==> config.mk <==
export PLATFORM = sky130hd
export DESIGN_NAME = clk_bank_divider
export DESIGN_NICKNAME = d
export VERILOG_FILES = /design/src/rtl/cbd_pkg.sv /design/src/rtl/cbd_enable.sv /design/src/rtl/cbd_bank.sv /design/src/rtl/cbd_fanout.sv /design/src/rtl/clk_bank_divider.sv
export SDC_FILE = /design/constraint.sdc
export NUM_CORES = 1
export LEC_CHECK = 0
export CELL_PAD_IN_SITES_DETAIL_PLACEMENT = 0
export CELL_PAD_IN_SITES_GLOBAL_PLACEMENT = 1
export CORE_MARGIN = 2
export CORE_UTILIZATION = 40
export DETAILED_ROUTE_END_ITERATION = 10
export GPL_ROUTABILITY_DRIVEN = 0
export PLACE_DENSITY_LB_ADDON = 0.1
export REMOVE_ABC_BUFFERS = 1
export SYNTH_ARGS = -nofsm -noshare
export SYNTH_HDL_FRONTEND = slang
export SYNTH_SLANG_ARGS = --single-unit
==> constraint.sdc <==
create_clock -name clk_src -period 4.3 [get_ports clk_src]
set_input_delay 0.86 -clock clk_src [delete_from_list [all_inputs] [get_ports clk_src]]
set_output_delay 0.86 -clock clk_src [all_outputs]
set_load 0.01 [all_outputs]
==> src/rtl/cbd_pkg.sv <==
package cbd_pkg;
  localparam int CODE_W   = 6;
  localparam int CNT_W    = CODE_W + 1;
  localparam int MIN_CODE = 4;
  localparam int ODD_CODE = 7;
  localparam int ODD_HI   = 8;   // posedge-domain high count for the odd ratio
  localparam int ODD_LAST = 14;  // last count of a 15-cycle period
  localparam int BAD_LAST = 7;   // period used to resample an illegal code

  typedef logic [CODE_W-1:0] code_t;
  typedef logic [CNT_W-1:0]  cnt_t;

  function automatic logic code_ok(code_t c);
    return c >= code_t'(MIN_CODE);
  endfunction

  function automatic logic code_odd(code_t c);
    return c == code_t'(ODD_CODE);
  endfunction

  // number of posedge cycles the phase register stays high
  function automatic cnt_t hi_len(code_t c);
    if (!code_ok(c))       return '0;
    else if (code_odd(c))  return cnt_t'(ODD_HI);
    else                   return {1'b0, c};
  endfunction

  // terminal count of one output period
  function automatic cnt_t last_cnt(code_t c);
    if (!code_ok(c))       return cnt_t'(BAD_LAST);
    else if (code_odd(c))  return cnt_t'(ODD_LAST);
    else                   return {c, 1'b0} - cnt_t'(1);
  endfunction
endpackage

==> src/rtl/cbd_enable.sv <==
module cbd_enable #(
  parameter int SYNC_STAGES = 2
) (
  input  logic clk,
  input  logic rst,
  input  logic lock_in,
  output logic run,
  output logic gate
);
  localparam int MSB = SYNC_STAGES - 1;

  logic [MSB:0] sync_q;

  generate
    if (SYNC_STAGES == 1) begin : g_one
      always_ff @(posedge clk or posedge rst) begin
        if (rst) sync_q <= '0;
        else     sync_q <= lock_in;
      end
    end else begin : g_chain
      always_ff @(posedge clk or posedge rst) begin
        if (rst) sync_q <= '0;
        else     sync_q <= {sync_q[MSB-1:0], lock_in};
      end
    end
  endgenerate

  assign run  = sync_q[MSB];
  assign gate = ~rst & lock_in & run;

  AST_RUN_AFTER_LOCK: assert property (@(posedge clk) disable iff (rst)
    $rose(run) |-> $past(sync_q[0])) else $error("run rose without lock");
endmodule

==> src/rtl/cbd_bank.sv <==
module cbd_bank
  import cbd_pkg::*;
(
  input  logic  clk,
  input  logic  rst,
  input  logic  run,
  input  logic  gate,
  input  code_t cfg,
  output logic  clk_div,
  output logic  cfg_err
);
  cnt_t  cnt;
  code_t cur;
  logic  pend;     // next running edge opens a fresh period
  logic  ph_pos;   // phase register, posedge domain
  logic  ph_neg;   // same phase delayed half a source cycle
  logic  odd_q;
  logic  at_end;
  cnt_t  cnt_nx;

  assign at_end = (cnt == last_cnt(cur));
  assign cnt_nx = cnt + cnt_t'(1);

  always_ff @(posedge clk or posedge rst) begin
    if (rst) begin
      cnt     <= '0;
      cur     <= '0;
      pend    <= 1'b1;
      ph_pos  <= 1'b0;
      odd_q   <= 1'b0;
      cfg_err <= 1'b0;
    end else if (!run) begin
      cnt    <= '0;
      pend   <= 1'b1;
      ph_pos <= 1'b0;
    end else if (pend || at_end) begin
      cnt     <= '0;
      cur     <= cfg;
      pend    <= 1'b0;
      ph_pos  <= code_ok(cfg);
      odd_q   <= code_odd(cfg);
      cfg_err <= ~code_ok(cfg);
    end else begin
      cnt    <= cnt_nx;
      ph_pos <= code_ok(cur) && (cnt_nx < hi_len(cur));
    end
  end

  always_ff @(negedge clk or posedge rst) begin
    if (rst) ph_neg <= 1'b0;
    else     ph_neg <= ph_pos;
  end

  assign clk_div = gate & ph_pos & (odd_q ? ph_neg : 1'b1);

  AST_CNT_IN_RANGE: assert property (@(posedge clk) disable iff (rst)
    (run && !pend) |-> (cnt <= last_cnt(cur))) else $error("count overrun");
  AST_CODE_HELD: assert property (@(posedge clk) disable iff (rst)
    (run && !pend && !at_end) |=> $stable(cur)) else $error("code changed mid-period");
  AST_START_AT_ZERO: assert property (@(posedge clk) disable iff (rst)
    $rose(ph_pos) |-> (cnt == '0)) else $error("high phase began mid-period");
  AST_ERR_QUIET: assert property (@(posedge clk) disable iff (rst)
    cfg_err |-> !ph_pos) else $error("illegal code drove output");
  AST_IDLE_LOW: assert property (@(posedge clk) disable iff (rst)
    !run |=> !ph_pos) else $error("idle bank kept phase high");
endmodule

==> src/rtl/cbd_fanout.sv <==
module cbd_fanout #(
  parameter int COPIES = 4
) (
  input  logic              src,
  output logic [COPIES-1:0] dst
);
  generate
    for (genvar i = 0; i < COPIES; i++) begin : g_copy
      assign dst[i] = src;
    end
  endgenerate
endmodule

==> src/rtl/clk_bank_divider.sv <==
module clk_bank_divider
  import cbd_pkg::*;
#(
  parameter int COPIES      = 4,
  parameter int SYNC_STAGES = 2
) (
  input  logic              clk_src,
  input  logic              rst,
  input  logic              lock_in,
  input  logic [CODE_W-1:0] cfg_a,
  input  logic [CODE_W-1:0] cfg_b,
  output logic [COPIES-1:0] out_a,
  output logic [COPIES-1:0] out_b,
  output logic              cfg_err_a,
  output logic              cfg_err_b
);
  localparam int BANKS = 2;

  logic  run;
  logic  gate;
  code_t cfg_arr [BANKS];
  logic  div_arr [BANKS];
  logic  err_arr [BANKS];
  logic [COPIES-1:0] out_arr [BANKS];

  assign cfg_arr[0] = cfg_a;
  assign cfg_arr[1] = cfg_b;

  cbd_enable #(.SYNC_STAGES(SYNC_STAGES)) u_en (
    .clk(clk_src), .rst(rst), .lock_in(lock_in), .run(run), .gate(gate)
  );

  generate
    for (genvar b = 0; b < BANKS; b++) begin : g_bank
      cbd_bank u_bank (
        .clk(clk_src), .rst(rst), .run(run), .gate(gate),
        .cfg(cfg_arr[b]), .clk_div(div_arr[b]), .cfg_err(err_arr[b])
      );
      cbd_fanout #(.COPIES(COPIES)) u_fan (
        .src(div_arr[b]), .dst(out_arr[b])
      );
    end
  endgenerate

  assign out_a     = out_arr[0];
  assign out_b     = out_arr[1];
  assign cfg_err_a = err_arr[0];
  assign cfg_err_b = err_arr[1];

  AST_COPIES_MATCH: assert property (@(posedge clk_src) disable iff (rst)
    ((out_a == '0) || (out_a == '1)) && ((out_b == '0) || (out_b == '1)))
    else $error("bank copies disagree");
  AST_ERR_OUT_LOW: assert property (@(posedge clk_src) disable iff (rst)
    (cfg_err_a |-> (out_a == '0)) and (cfg_err_b |-> (out_b == '0)))
    else $error("error bank toggling");
endmodule

Word-level counts from Yosys, hierarchy flattened. Cells that the tools add are included.

Register bits: 38. Word-level logic and storage cells: 74.

$add $sub $neg: 4. Order comparisons: 6. Equal/unequal tests: 8. Muxes and demuxes: 26. Bitwise gates (word level): 9. Reductions and logical operators: 6.

Operators by type and width (count): 7-bit 2-to-1 mux (14); 6-bit by 3-bit == test with 1-bit output, second input constant (4); 6-bit by 3-bit greater-or-equal comparator with 1-bit output, second input constant (4); 7-bit by 1-bit adder with 7-bit output, second input constant (2); 7-bit == test (2); 7-bit < comparator (2); 7-bit by 1-bit subtractor with 7-bit output, second input constant (2); 6-bit 2-to-1 mux (2); 1-bit 2-to-1 mux (10); 1-bit bitwise AND (6); 2-bit by 1-bit != test with 1-bit output, second input constant (2); 2-bit AND reduction (2); 1-bit NOT (3); 1-bit logical AND (2); 1-bit logical OR (2).

Longest topological paths before layout. Gate-level depths: netlist (run 1).

Word-level depth: 11. Mapped depth: 9.

Hierarchy. From an unflattened synthesis (run 1), not the netlist that was laid out.

Cell total of the unflattened synthesis: 324. Area, all modules: 2919.0 um^2.

By module, submodules not included: cbd_bank (g_bank[0].u_bank) (instances 1, cells each 178, area an instance 1443.9 um^2); cbd_bank (g_bank[1].u_bank) (instances 1, cells each 134, area an instance 1352.5 um^2); cbd_enable (instances 1, cells each 4, area an instance 62.6 um^2); cbd_fanout (instances 2, cells each 4, area an instance 30.0 um^2).

==> impl_metrics.tcl, run 1 <==
set metrics [dict create \
    rsz0062_at_grt "false" \
    tns_ns 0 \
    viasPerCell 5.59 \
    cts_tree "built" \
    drt_pass1_iterations 4 \
    synth.most_common_cell "dfrtp_1" \
    arrival_ns 3.34 \
    grt_usage_pct 16.8 \
    cp-end-kind "primary output" \
    r2r-start "g_bank[1].u_bank.cur[0]$_DFFE_PP0P_" \
    ys_warn_count 0 \
    setup_viol 0 \
    cpMaxStageDelayCell "dfrtn_1" \
    ys.flop_type "dfrtp_1" \
    dieWidth_um 84.6 \
    switching_power_mw 0.286 \
    start_kind "flip-flop" \
    tightest_slew_ns 0.588 \
    cts.path.max_buffers 2 \
    grt_pass1_vias 1959 \
    cts-hold-fix-buffers 0 \
    syn_area_per_cell_sq_um 9.91 \
    drc_errors 0 \
    wire_per_inst_um 15.6 \
    cp_max_fo 4 \
    synth_cell_type_count 57 \
    synthArstFlopShare_pct 100 \
    cts_root_buffer "clkbuf_8" \
    fin_cells 358 \
    hp-start "u_en.sync_q[0]$_DFF_PP0_" \
    dp_slack_ns 0.0454 \
    fin_area_sq_um 2970 \
    fillers 623 \
    yosys-top-cells-area "dfrtp_1, ha_1, mux2_4, xnor2_1, nor2_1" \
    cts.htree.levels 2 \
    diodes 0 \
    min_path_cells 0 \
    r2r_cells 7 \
    nNetsFinal 311 \
    status "complete, no violations" \
    power_density_nw_per_um2 320 \
    yosysTopAreaCell "dfrtp_1" \
    drive_gt1_share_pct 14.6 \
    insertion_delay_ns 0.29 \
    start_util_pct 41.1 \
    p_leak_nw 1.32 \
    antenna_found_initial 0 \
    wl_um 5600 \
    die_h_um 84.6 \
    syn_area_sq_um 2600 \
    io_pins 25 \
    crit_chain "o21ai_2 -> nor2_2 -> buf_4 -> buf_4 -> buf_4" \
    io_buffers 24 \
    dp.cells 348 \
    cts_buffers 5 \
    syn-instance-count 262 \
    cts.sink_count 38 \
    rows 29 \
    final_antenna_net_count 0 \
    syn2layout_area_growth_pct 14.2 \
    drt_iter0_markers 50 \
    seq_area_frac_synth_pct 36.7 \
    power_frac_seq_pct 46.9 \
    grt_overflow 0 \
    grt_start_max_net_pins 21 \
    relSlewSlack_pct 60.3 \
    place_hpwl_um 4280 \
    fin_skew_ns 0.00792 \
    hold_path.class "reg2reg" \
    final.setup.worst_slack_ns 0.102 \
    synth_commonest_cells "dfrtp_1, nor2_1, ha_1, inv_1, nand2_1" \
    synth_top_area_share_pct 32.8 \
    die_area_sq_um 7150 \
    vdd_drop_max_mv 0.129 \
    critical_path_class "reg2out" \
    synth_edf_count 0 \
    placed_area_sq_um 2850 \
    rrSetupSlack_ns 1.58 \
    core_sq_um 6310 \
    power_frac_clock_pct 30.8 \
    hold_end "u_en.sync_q[1]$_DFF_PP0_" \
    critPathRequiredTime_ns 3.44 \
    comb_power_share_pct 22.3 \
    intPower_mw 0.664 \
    cpMostUsedCell "buf_4" \
    clk_pin_slew_ns 0.07 \
    slowest_delay_ns 0.41 \
    r2r_end "g_bank[1].u_bank.cur[4]$_DFFE_PP0P_" \
    grt_first_pass_wirelength_um 9680 \
    ys_seq_elements 38 \
    finalHoldViolCount 0 \
    slew_viol_final 0 \
    p_sw_share_pct 30.1 \
    maxCapViolCount 0 \
    num_vias 2000 \
]
-- kinds of logic after synthesis --
logic type | share of synthesized area (%)
DFF | 36.7
buffers and inverters | 6.12
adders and majority gates | 7.71
AOI/OAI and AO/OA | 13.5
muxes | 8.63
and+or+nand+nor | 22.3
xor gates and xnor gates | 5.06
-- final cells by class --
class | count | area, sq um | share of cell area, %
repair buffers | 28 | 259 | 8.73
well taps | 77 | 96.3 | 3.25
clock inverters | 1 | 30.0 | 1.01
flip-flops and latches | 38 | 953 | 32.2
clock buffers | 7 | 76.3 | 2.57
inverters | 16 | 60.1 | 2.03
multi-input cells | 191 | 1490 | 50.3
-- worst max-delay path by stage --
stage / from / end / slack [ns]
2_1_floorplan: g_bank[0].u_bank.ph_neg$_DFF_NP0_ / out_a[0] / 0.34
3_3_place_gp: g_bank[0].u_bank.ph_neg$_DFF_NP0_ / out_a[2] / 0.10
3_5_place_dp: g_bank[1].u_bank.ph_neg$_DFF_NP0_ / out_b[0] / 0.05
4_1_cts: g_bank[1].u_bank.ph_neg$_DFF_NP0_ / out_b[0] / 0.009
5_1_grt: g_bank[1].u_bank.ph_neg$_DFF_NP0_ / out_b[0] / 0.01
6_report: g_bank[1].u_bank.ph_neg$_DFF_NP0_ / out_b[0] / 0.10
-- sequential cells by signal, indices dropped and copies added (netlist names) --
name                   cells
g_bank.u_bank.ph_pos       2
g_bank.u_bank.ph_neg       2
g_bank.u_bank.cfg_err      2
g_bank.u_bank.cnt         14
u_en.sync_q                2
g_bank.u_bank.cur         12
g_bank.u_bank.odd_q        2
g_bank.u_bank.pend         2
-- timing repair --
| action | CTS | global route |
|---|---|---|
| pin swaps | 1 | 1 |
| setup endpoints to repair | 8 | 4 |
| gates resized for setup | 9 | 3 |
| buffers inserted | 2 | 0 |
-- power by group through the flow --
stage	Clock, mW	Sequential (mW)	Combinational, mW
6_report	0.293	0.446	0.212
2_1_floorplan	0	0.430	0.160
3_3_place_gp	0	0.452	0.213
5_1_grt	0.316	0.453	0.240
4_1_cts	0.300	0.445	0.214
3_5_place_dp	0	0.452	0.214
-- per-stage QoR --
step	hold WS (ns)	power, mW	utilization [%]
detailed placement	0.336	0.665	45.1
CTS	0.354	0.959	46.9
global route	0.360	1.01	47.0
finish	0.350	0.950	47.0
global placement	0.332	0.665	45.1
floorplan	0.331	0.591	-
-- placed cells by master (no fill, tap or decap), drive strengths merged, types with 2 or more instances in the layout --
master / count
dfrtp: 34
nor2: 20
inv: 16
ha: 16
clkdlybuf4s50: 16
nand2: 14
mux2: 14
xnor2: 10
nor2b: 9
nand3: 9
o21ai: 9
nand4: 8
and3: 7
dlygate4sd2: 7
nor3: 7
clkbuf: 7
or3: 5
xor2: 5
a21oi: 5
nand2b: 5
buf: 5
mux2i: 4
nor4: 4
or4: 3
nor4b: 3
o311ai: 3
o31a: 2
o221a: 2
o2111ai: 2
o41ai: 2
or2: 2
o211ai: 2
a31oi: 2
o21a: 2
dfstp: 2
dfrtn: 2
a311oi: 2
a2111oi: 2
-- per-layer routing --
layer | up-vias | global-route usage (%) | wire length, um
met3 | 10 | 3.24 | 122
met5 | - | 0 | 0
met1 | 976 | 21.9 | 2510
met2 | 23 | 27.7 | 2850
li1 | 991 | - | -
met4 | 0 | 6.35 | 121
-- critical path, delay by kind of cell (launching register included) --
kind / cells / cell delay (ns)
buf+inv: 3 / 0.32
flops: 1 / 0.41
simple gates: 1 / 0.12
compound gates: 1 / 0.05
Note: power is estimated with default switching activity, not from simulation.
==> run 2, diff against run 1 <==
--- a/config.mk
+++ b/config.mk
@@ -11,6 +11,7 @@
 export CORE_UTILIZATION = 40
 export DETAILED_ROUTE_END_ITERATION = 10
 export GPL_ROUTABILITY_DRIVEN = 0
+export HOLD_SLACK_MARGIN = 0.08
 export PLACE_DENSITY_LB_ADDON = 0.1
 export REMOVE_ABC_BUFFERS = 1
 export SYNTH_ARGS = -nofsm -noshare
==> results of run 2 <==
No change in the layout: final DEF, timing and power equal those of run 1.
